==> config.mk <==
export PLATFORM = sky130hd
export DESIGN_NAME = irqc_top
export DESIGN_NICKNAME = d
export VERILOG_FILES = /design/src/rtl/irqc_pkg.sv /design/src/rtl/irqc_pick.sv /design/src/rtl/irqc_regs.sv /design/src/rtl/irqc_top.sv
export SDC_FILE = /design/constraint.sdc
export NUM_CORES = 1
export LEC_CHECK = 0
export ABC_AREA = 1
export ABC_CLOCK_PERIOD_IN_PS = 15100
export BUFFER_PORTS_ARGS = -buffer_cell sky130_fd_sc_hd__buf_2
export CAP_MARGIN = 40
export CORE_MARGIN = 5
export CORE_UTILIZATION = 36
export DETAILED_ROUTE_END_ITERATION = 16
export GPL_TIMING_DRIVEN = 0
export PLACE_DENSITY = 0.62
export SYNTH_ARGS = -nofsm -noshare
export SYNTH_HDL_FRONTEND = slang
export SYNTH_SLANG_ARGS = --single-unit
==> constraint.sdc <==
create_clock -name clk -period 15.1 [get_ports clk]
set_input_delay 3.02 -clock clk [delete_from_list [all_inputs] [get_ports clk]]
set_output_delay 3.02 -clock clk [all_outputs]
set_load 0.03 [all_outputs]
==> src/rtl/irqc_pkg.sv <==
package irqc_pkg;
  localparam int ADDR_W = 12;
  localparam int DATA_W = 32;

  // fixed word addresses (byte address bits 11:2)
  localparam logic [9:0] WA_INFO   = 10'd0;
  localparam logic [9:0] WA_WHOAMI = 10'd1;
  localparam logic [9:0] WA_EVENT  = 10'd2;

  // 128-byte bit-array regions (byte address bits 11:7)
  localparam logic [4:0] RG_MASK_SET = 5'd2;
  localparam logic [4:0] RG_MASK_CLR = 5'd3;
  localparam logic [4:0] RG_SWT_SET  = 5'd4;
  localparam logic [4:0] RG_SWT_CLR  = 5'd5;

  // target region (byte address bits 11:10)
  localparam logic [1:0] RG_TARGET = 2'b01;

  localparam logic [15:0] EVT_TYPE_LINE = 16'd1;
endpackage

==> src/rtl/irqc_pick.sv <==
// Lowest-index-wins selection over one processor's eligible lines.
module irqc_pick #(
  parameter int N_LINES = 64,
  parameter int IDX_W   = 6
) (
  input  logic [N_LINES-1:0] req,
  output logic               any,
  output logic [IDX_W-1:0]   idx
);
  always_comb begin
    idx = '0;
    for (int i = N_LINES - 1; i >= 0; i--) begin
      if (req[i]) idx = IDX_W'(i);
    end
  end

  assign any = |req;
endmodule

==> src/rtl/irqc_regs.sv <==
// Per-line state: mask, software trigger and target processor.
module irqc_regs
  import irqc_pkg::*;
#(
  parameter int N_LINES = 64,
  parameter int N_CPUS  = 4
) (
  input  logic                            clk,
  input  logic                            rst_n,
  input  logic                            wr_go,
  input  logic [ADDR_W-1:0]               wr_addr,
  input  logic [DATA_W-1:0]               wr_data,
  input  logic [N_LINES-1:0]              evt_mask,
  output logic [N_LINES-1:0]              mask_q,
  output logic [N_LINES-1:0]              swt_q,
  output logic [N_LINES-1:0][N_CPUS-1:0]  tgt_q
);
  logic [N_LINES-1:0]             mask_d;
  logic [N_LINES-1:0]             swt_d;
  logic [N_LINES-1:0][N_CPUS-1:0] tgt_d;
  logic [4:0]                     rg;
  logic [4:0]                     wsel;
  logic [7:0]                     tsel;
  logic                           is_tgt;

  assign rg     = wr_addr[11:7];
  assign wsel   = wr_addr[6:2];
  assign tsel   = wr_addr[9:2];
  assign is_tgt = wr_addr[11:10] == RG_TARGET;

  always_comb begin
    mask_d = mask_q;
    swt_d  = swt_q;
    tgt_d  = tgt_q;
    for (int i = 0; i < N_LINES; i++) begin
      if (wr_go && wsel == 5'(i / 32) && wr_data[i % 32]) begin
        if (rg == RG_MASK_SET) mask_d[i] = 1'b1;
        if (rg == RG_MASK_CLR) mask_d[i] = 1'b0;
        if (rg == RG_SWT_SET)  swt_d[i]  = 1'b1;
        if (rg == RG_SWT_CLR)  swt_d[i]  = 1'b0;
      end
      if (wr_go && is_tgt && tsel == 8'(i)) tgt_d[i] = wr_data[N_CPUS-1:0];
      if (evt_mask[i]) mask_d[i] = 1'b1;
    end
  end

  always_ff @(posedge clk or negedge rst_n) begin
    if (!rst_n) begin
      mask_q <= '1;
      swt_q  <= '0;
      for (int i = 0; i < N_LINES; i++) tgt_q[i] <= N_CPUS'(1);
    end else begin
      mask_q <= mask_d;
      swt_q  <= swt_d;
      tgt_q  <= tgt_d;
    end
  end
endmodule

==> src/rtl/irqc_top.sv <==
module irqc_top
  import irqc_pkg::*;
#(
  parameter int N_LINES = 64,
  parameter int N_CPUS  = 4,
  parameter int CPU_W   = (N_CPUS > 1) ? $clog2(N_CPUS) : 1
) (
  input  logic                 clk,
  input  logic                 rst_n,
  input  logic                 bus_sel,
  input  logic                 bus_we,
  input  logic [ADDR_W-1:0]    bus_addr,
  input  logic [DATA_W-1:0]    bus_wdata,
  input  logic [CPU_W-1:0]     bus_cpu,
  output logic [DATA_W-1:0]    bus_rdata,
  input  logic [N_LINES-1:0]   line_in,
  output logic [N_CPUS-1:0]    irq_out
);
  localparam int IDX_W = (N_LINES > 1) ? $clog2(N_LINES) : 1;

  // reset: asynchronous assert, synchronous release
  logic [1:0] rst_pipe;
  logic       rst_s_n;

  always_ff @(posedge clk or negedge rst_n) begin
    if (!rst_n) rst_pipe <= '0;
    else        rst_pipe <= {rst_pipe[0], 1'b1};
  end
  assign rst_s_n = rst_pipe[1];

  // access framing
  logic sel_q;
  logic acc_go;
  logic wr_go;
  logic rd_go;

  always_ff @(posedge clk or negedge rst_s_n) begin
    if (!rst_s_n) sel_q <= 1'b0;
    else          sel_q <= bus_sel;
  end

  assign acc_go = bus_sel & ~sel_q;
  assign wr_go  = acc_go & bus_we;
  assign rd_go  = acc_go & ~bus_we;

  // per-line state
  logic [N_LINES-1:0]             line_mask;
  logic [N_LINES-1:0]             line_swt;
  logic [N_LINES-1:0][N_CPUS-1:0] line_tgt;
  logic [N_LINES-1:0]             evt_mask;

  irqc_regs #(.N_LINES(N_LINES), .N_CPUS(N_CPUS)) u_regs (
    .clk      (clk),
    .rst_n    (rst_s_n),
    .wr_go    (wr_go),
    .wr_addr  (bus_addr),
    .wr_data  (bus_wdata),
    .evt_mask (evt_mask),
    .mask_q   (line_mask),
    .swt_q    (line_swt),
    .tgt_q    (line_tgt)
  );

  // per-processor arbitration
  logic [N_LINES-1:0] active;
  logic [N_CPUS-1:0]  win_any;
  logic [IDX_W-1:0]   win_idx [N_CPUS];

  assign active = (line_in | line_swt) & ~line_mask;

  for (genvar c = 0; c < N_CPUS; c++) begin : g_cpu
    logic [N_LINES-1:0] elig;
    always_comb begin
      for (int i = 0; i < N_LINES; i++) elig[i] = active[i] & line_tgt[i][c];
    end
    irqc_pick #(.N_LINES(N_LINES), .IDX_W(IDX_W)) u_pick (
      .req (elig),
      .any (win_any[c]),
      .idx (win_idx[c])
    );
  end

  assign irq_out = win_any;

  // event selection for the reading processor
  logic             cpu_ok;
  logic             ev_any;
  logic [IDX_W-1:0] ev_idx;
  logic             ev_take;

  assign cpu_ok = 32'(bus_cpu) < N_CPUS;

  always_comb begin
    ev_any = 1'b0;
    ev_idx = '0;
    for (int c = 0; c < N_CPUS; c++) begin
      if (cpu_ok && bus_cpu == CPU_W'(c)) begin
        ev_any = win_any[c];
        ev_idx = win_idx[c];
      end
    end
  end

  assign ev_take = rd_go && (bus_addr[11:2] == WA_EVENT) && ev_any;

  always_comb begin
    evt_mask = '0;
    for (int i = 0; i < N_LINES; i++) begin
      if (ev_take && ev_idx == IDX_W'(i)) evt_mask[i] = 1'b1;
    end
  end

  // read data
  logic [DATA_W-1:0] mask_word;
  logic [DATA_W-1:0] swt_word;
  logic [DATA_W-1:0] tgt_word;
  logic [DATA_W-1:0] rd_val;
  logic [DATA_W-1:0] rdata_d;
  logic [DATA_W-1:0] rdata_q;

  always_comb begin
    mask_word = '0;
    swt_word  = '0;
    tgt_word  = '0;
    for (int i = 0; i < N_LINES; i++) begin
      if (bus_addr[6:2] == 5'(i / 32)) begin
        mask_word[i % 32] = line_mask[i];
        swt_word[i % 32]  = line_swt[i];
      end
      if (bus_addr[9:2] == 8'(i)) tgt_word[N_CPUS-1:0] = line_tgt[i];
    end
  end

  always_comb begin
    rd_val = '0;
    if (bus_addr[11:2] == WA_INFO) begin
      rd_val = {16'd0, 16'(N_LINES)};
    end else if (bus_addr[11:2] == WA_WHOAMI) begin
      rd_val = DATA_W'(bus_cpu);
    end else if (bus_addr[11:2] == WA_EVENT) begin
      if (ev_any) rd_val = {EVT_TYPE_LINE, 16'(ev_idx)};
    end else if (bus_addr[11:7] == RG_MASK_SET || bus_addr[11:7] == RG_MASK_CLR) begin
      rd_val = mask_word;
    end else if (bus_addr[11:7] == RG_SWT_SET || bus_addr[11:7] == RG_SWT_CLR) begin
      rd_val = swt_word;
    end else if (bus_addr[11:10] == RG_TARGET) begin
      rd_val = tgt_word;
    end
  end

  always_comb begin
    rdata_d = rdata_q;
    if (rd_go) rdata_d = rd_val;
  end

  always_ff @(posedge clk or negedge rst_s_n) begin
    if (!rst_s_n) rdata_q <= '0;
    else          rdata_q <= rdata_d;
  end

  assign bus_rdata = rdata_q;
endmodule

## Yosys cells after proc, flatten, opt, wreduce, memory -nomap -nowiden

Index checks and enable logic that the tools add are counted.

- RAM bits: 0
- Memories: 0
- Latch bits: 0
- Flip-flop bits (word level): 419
- ROM bits: 0

- Equality and inequality tests: 137
- Reduce and logical (&&, ||, !) cells: 465
- Muxes and demuxes: 659
- Div/mod/pow operators: 0
- Bitwise gates (word level): 264
- Magnitude comparators: 0
- $mul: 0
- $add $sub $neg: 0
- Shifts and indexed selects: 0

Operators with widths:

| operator | number |
|---|---|
| $mux W6 | 260 |
| $mux W1 | 328 |
| $mux W4 | 65 |
| $and A1 B1 Y1 | 259 |
| $eq A8 B6 Y1 const B | 32 |
| $reduce_and A2 Y1 | 128 |
| $reduce_or A64 Y1 | 4 |
| $logic_and A1 B1 Y1 | 197 |
| $eq A6 B6 Y1 const B | 32 |
| $reduce_bool A3 Y1 | 64 |
| $mux W32 | 5 |
| $reduce_bool A2 Y1 | 65 |
| $eq A8 B5 Y1 const B | 16 |
| $eq A6 B5 Y1 const B | 16 |
| $and A64 B64 Y64 | 1 |
| $eq A8 B4 Y1 const B | 8 |
| $not A64 Y64 | 1 |
| $or A64 B64 Y64 | 1 |
| $eq A6 B4 Y1 const B | 8 |
| $eq A8 B3 Y1 const B | 4 |
| $eq A6 B3 Y1 const B | 4 |
| $mux W17 | 1 |
| $eq A8 B2 Y1 const B | 2 |
| $eq A6 B2 Y1 const B | 2 |
| 16 further kinds | 22 |

## Logic depth before layout (Yosys ltp)

- Word-level depth: 76
- Mapped depth: 73

## Cells and area by module

A second synthesis with hierarchy kept.

- Cell total of the unflattened synthesis: 4415
- Area total of the unflattened synthesis: 28183.3 um2

Modules (own cells, without submodules):

| module | area an instance (um2) | seq. area each (um2) | times used | cells an instance |
|---|---|---|---|---|
| irqc_regs | 15916.5 | 9769.4 | 1 | 1696 |
| irqc_top | 8167.8 | 875.8 | 1 | 1779 |
| irqc_pick | 1024.7 | 0.0 | 4 | 235 |

## Worst setup path before layout

Ideal clock, no wire load.

- Path kind: input to output
- Start: input port line_in[54]
- End: output port irq_out[2]
- Buffers on the path: 1
- Cell stages on the path: 9
- Data required time: 12080 ps
- Arrival time: 4213 ps
- Slack: 7867 ps
- Cell sequence: nor2_1 > nor2_1 > nand2_1 > nand2_1 > nor4_1 > nand3_1 > nor3_1 > nand2_1 > buf_4

- Longest elaborated chain between the ends: 4

RTL lines:

| item | line | RTL |
|---|---|---|
| start, declared | irqc_top.sv:16 | `input logic [N_LINES-1:0] line_in,` |
| $or A64 B64 Y64 | irqc_top.sv:69 | `assign active = (line_in \| line_swt) & ~line_mask;` |
| $and A64 B64 Y64 | irqc_top.sv:69 |  |
| $and A1 B1 Y1 | irqc_top.sv:74 | `for (int i = 0; i < N_LINES; i++) elig[i] = active[i] & line_tgt[i][c];` |
| $reduce_or A64 Y1 | irqc_pick.sv:17 | `assign any = \|req;` |
| end, declared | irqc_top.sv:17 | `output logic [N_CPUS-1:0] irq_out` |

No other way between the ends.

## Worst setup path after layout

- Start: input port bus_addr[3]
- End: register rdata_q[1], in the netlist bus_rdata[1]

- Longest elaborated chain between the ends: 71

RTL lines:

| item | line | RTL |
|---|---|---|
| start, declared | irqc_top.sv:12 | `input logic [ADDR_W-1:0] bus_addr,` |
| $logic_not A8 Y1 | irqc_top.sv:130 | `if (bus_addr[9:2] == 8'(i)) tgt_word[N_CPUS-1:0] = line_tgt[i];` |
| $mux W4 (64 in a row) | irqc_top.sv:130 |  |
| $mux W4 | irqc_top.sv:146 | `end else if (bus_addr[11:10] == RG_TARGET) begin` |
| $mux W32 | irqc_top.sv:144 | `end else if (bus_addr[11:7] == RG_SWT_SET \|\| bus_addr[11:7] == RG_SWT_CLR) begin` |
| $mux W32 | irqc_top.sv:142 | `end else if (bus_addr[11:7] == RG_MASK_SET \|\| bus_addr[11:7] == RG_MASK_CLR) begin` |
| $mux W32 | irqc_top.sv:140 | `end else if (bus_addr[11:2] == WA_EVENT) begin` |
| $mux W32 | irqc_top.sv:138 | `end else if (bus_addr[11:2] == WA_WHOAMI) begin` |
| $mux W32 (*) | irqc_top.sv:136 | `if (bus_addr[11:2] == WA_INFO) begin` |
| end signal, assigned | irqc_top.sv:158 | `else rdata_q <= rdata_d;` |
| end, declared | irqc_top.sv:119 | `logic [DATA_W-1:0] rdata_q;` |

Every way passes the cells marked *; elsewhere a longest branch is shown, timed or not.
A chain may end at the register's enable or synchronous reset.

==> results.cfg <==
[clock_network]
htree_num_levels = 2
worstSkewPairLatency_ns = 0.62
cts-root-to-sink-buffers = 3
clock_transition_at_path_regs_ns = 0.06
cts_inserted_buffers = 48
post-cts-setup-buffer-count = 0
tritoncts_clock_tree = built
clockRootBuffer = clkbuf_16
clock-sinks = 419
postCtsHoldBufs = 0
ctsResizeCount = 0

[route]
detail_route.drc_violations = 0
routed-via-count = 26500
routed_wirelength_mm = 108.0
drt_pre_antenna_iters = 8
ant_nets = 0
dr.first_iter.drc_count = 3276
avgViaCountPerCell = 5.342
route.detailed.wl_per_inst_um = 21.77

[sta]
rsz0062_at_grt = no
finalCritPeriodShare_pct = 58.11
actual_transition_at_the_worst_max_transition_pin_ns = 0.9242
finalWorstSetupSlack_ns = 6.325
timing.final.setup_violations = 0
fmax_mhz = 114.0
report.final.slew_viol_count = 0
period_minus_slack_ns = 8.775
max-slew-margin-rel_pct = 37.73
finalHoldViolations = 0
finalClockSkew_ns = 0.03554

[power]
post-layout-total-power_mw = 2.660
power_leakage_nw = 14.18
powerDensity_mw_per_mm2 = 91.93
peakVddDrop_uv = 83.57

[yosys]
yosys_most_used_dff = dfrtp_1
synth_edf_count = 0
yosys.cell_types.count = 37
synth_most_common_cell = nand2_1
syn_inst = 3778
leading_cell_types_by_count_after_synthesis = nand2_1, nor2_1, o21ai_0
synth-warning-count = 0
seq_area_frac_synth_pct = 42.57
synth-seq-cells = 419
syn_nets = 3892
post_synth_main_area_contributors = dfrtp_1, nand2_1, dfstp_2, nor2_1, o21ai_0
avgSynthCellArea_um2 = 6.620
share_of_yosys_cell_area_claimed_by_the_top_area_cell_type_pct = 29.12
synth_area_mm2 = 0.02501
synth_top_area_cell = dfrtp_1
synth_async_sr_flop_share_pct = 100.0

[global_routing]
grt_antenna_before_repair = 3
grt_pass1_wl_mm = 158.4
grt_pass1_vias = 24390
globalRouteTotalUtil_pct = 28.06
largest_net_degree_at_the_start_of_global_routing = 64
overflow = 0

[critical_path]
slowest_delay_ns = 0.53
critical_path_peak_fanout = 9
cpMostUsedCell = nand2_1
required_time_reported_for_the_critical_path_endpoint_ns = 15.59
arrival_ns = 9.26
ff_to_ff_setup_slack_ns = 9.28
end_kind = flip-flop
cp_slowest_cell = nor2_1
start_kind = primary input
r2r_end = u_regs.mask_q[8]$_DFFE_PN1P_
ff_to_ff_start = u_regs.mask_q[63]$_DFFE_PN1P_
timing.setup.critical_path_class = primary input to flip-flop
r2r_cells = 72

[place]
io_buffer_count = 147
dpl.cell_count = 4871
gpl.final_weighted_congestion = 1.000
dp_hpwl_mm = 84.96
place_worst_setup_slack_ns = 5.995

[worst_hold_path]
hp-start = rst_pipe[0]$_DFF_PN0_
holdCritPathClass = flip-flop to flip-flop
min_delay_worst_endpoint = rst_pipe[1]$_DFF_PN0_
whs_path_depth = 0

[status]
result_of_the_run = completed

[cells_and_area]
drive_above_1_share_pct = 10.87
area_growth_pct = 15.72
fin_cells = 4961
design.final.nets = 4104
antennaDiodeCount = 0

[floorplan]
start_util_pct = 36.40
die_h_um = 273.6
die_area_mm2 = 0.07484
rows = 96
core_region_area_mm2 = 0.06871
ioPinCount = 150
floorplan.die.width_um = 273.6

[run]
drv_cap = 0
[per-stage QoR]
| step | hold WS (ns) | cell area (µm²) | util, % | TNS [ns] |
|---|---|---|---|---|
| 6_report | 0.3533 | 28940 | 42.12 | 0 |
| 5_1_grt | 0.3564 | 28940 | 42.12 | 0 |
| 4_1_cts | 0.3545 | 28940 | 42.12 | 0 |
| 3_3_place_gp | 0.3388 | 26910 | 39.17 | -776.79 |
| 2_1_floorplan | 0.3312 | 25010 | - | 0 |
| 3_5_place_dp | 0.3426 | 27180 | 39.56 | 0 |
[kinds of logic after synthesis]
| family | Yosys count | synth area share (%) |
|---|---|---|
| AOI/OAI and AO/OA | 622 | 13.92 |
| buffers and inverters | 415 | 6.289 |
| DFF | 419 | 42.57 |
| muxes | 10 | 0.4003 |
| other | 1 | 0.01499 |
| and+or+nand+nor | 2311 | 36.81 |
[area by class of cell]
cell class              instances  area [µm²]
clock buffers                  69        1430
clock inverters                21       329.1
multi-input cells            2944       12800
inverters                     306        1149
plain buffers                 109       424.2
fillers                      7406       39770
repair buffers                162       993.5
well taps                     931        1165
flip-flops and latches        419       10650
[placed cells by master (no fill, tap or decap), types with 4 or more instances in the layout]
cell	netlist	final
nand3_1	137	137
clkbuf_8	0	15
inv_1	293	293
bufinv_16	0	7
a221o_1	4	4
o21bai_1	24	24
nor2_1	508	508
nor4_1	4	4
a221oi_1	27	27
and3_1	5	5
or2_2	35	35
clkbuf_1	85	91
buf_1	20	20
inv_2	7	7
clkinv_2	0	6
o22ai_1	40	40
nand4_1	42	42
buf_16	0	7
o221ai_1	5	5
clkinv_1	6	6
dfrtp_1	291	290
a21oi_1	119	119
clkbuf_16	0	48
inv_6	0	4
mux2i_1	10	10
dfstp_2	128	128
o21ai_0	349	349
nor2_4	7	7
buf_4	4	9
nor3_1	32	30
a31oi_1	18	18
o31ai_1	32	32
buf_2	0	148
nand2_1	1531	1531
[registers in the layout, indices dropped and copies added (netlist names)]
signal / flops
u_regs.tgt_q: 256
u_regs.mask_q: 64
u_regs.swt_q: 64
bus_rdata: 32
rst_pipe: 2
sel_q: 1
[routing by layer]
layer  wire [µm]  up-vias  GRT usage [%]
li1            -    12570              -
met4        3432        2          8.204
met1       47390    12490          40.56
met3       10400      174          5.285
met2       46780     1271          42.95
met5          12        -              0
[worst max path at each step]
stage                                startpoint                            end  slack, ns  depth (start not counted)
after floorplan           rst_pipe[1]$_DFF_PN0_       bus_rdata[0]$_DFFE_PN0P_       2.78                          0
after global placement    rst_pipe[1]$_DFF_PN0_  u_regs.tgt_q[134]$_DFFE_PN0P_      -2.75                          0
after detailed placement            bus_addr[8]       bus_rdata[3]$_DFFE_PN0P_       6.00                         49
after CTS                           line_in[53]                     irq_out[2]       6.50                         11
after global routing                bus_addr[8]       bus_rdata[3]$_DFFE_PN0P_       5.81                         49
final                               bus_addr[3]       bus_rdata[1]$_DFFE_PN0P_       6.33                         54
[critical path: cells and delay by family]
kind	cells	cell delay, ns
buffers and inverters	3	0.24
AOI/OAI and AO/OA	3	0.52
and+or+nand+nor	48	5.43
[power breakdown]
part | leakage (nW) | switching [mW] | internal (mW) | total, mW
clock network | 0.872 | 0.527 | 0.784 | 1.31
logic | 8.26 | 0.156 | 0.0470 | 0.203
registers | 5.05 | 0.0110 | 1.14 | 1.15
total | 14.2 | 0.693 | 1.97 | 2.66
(Power assumes the default switching activity.)
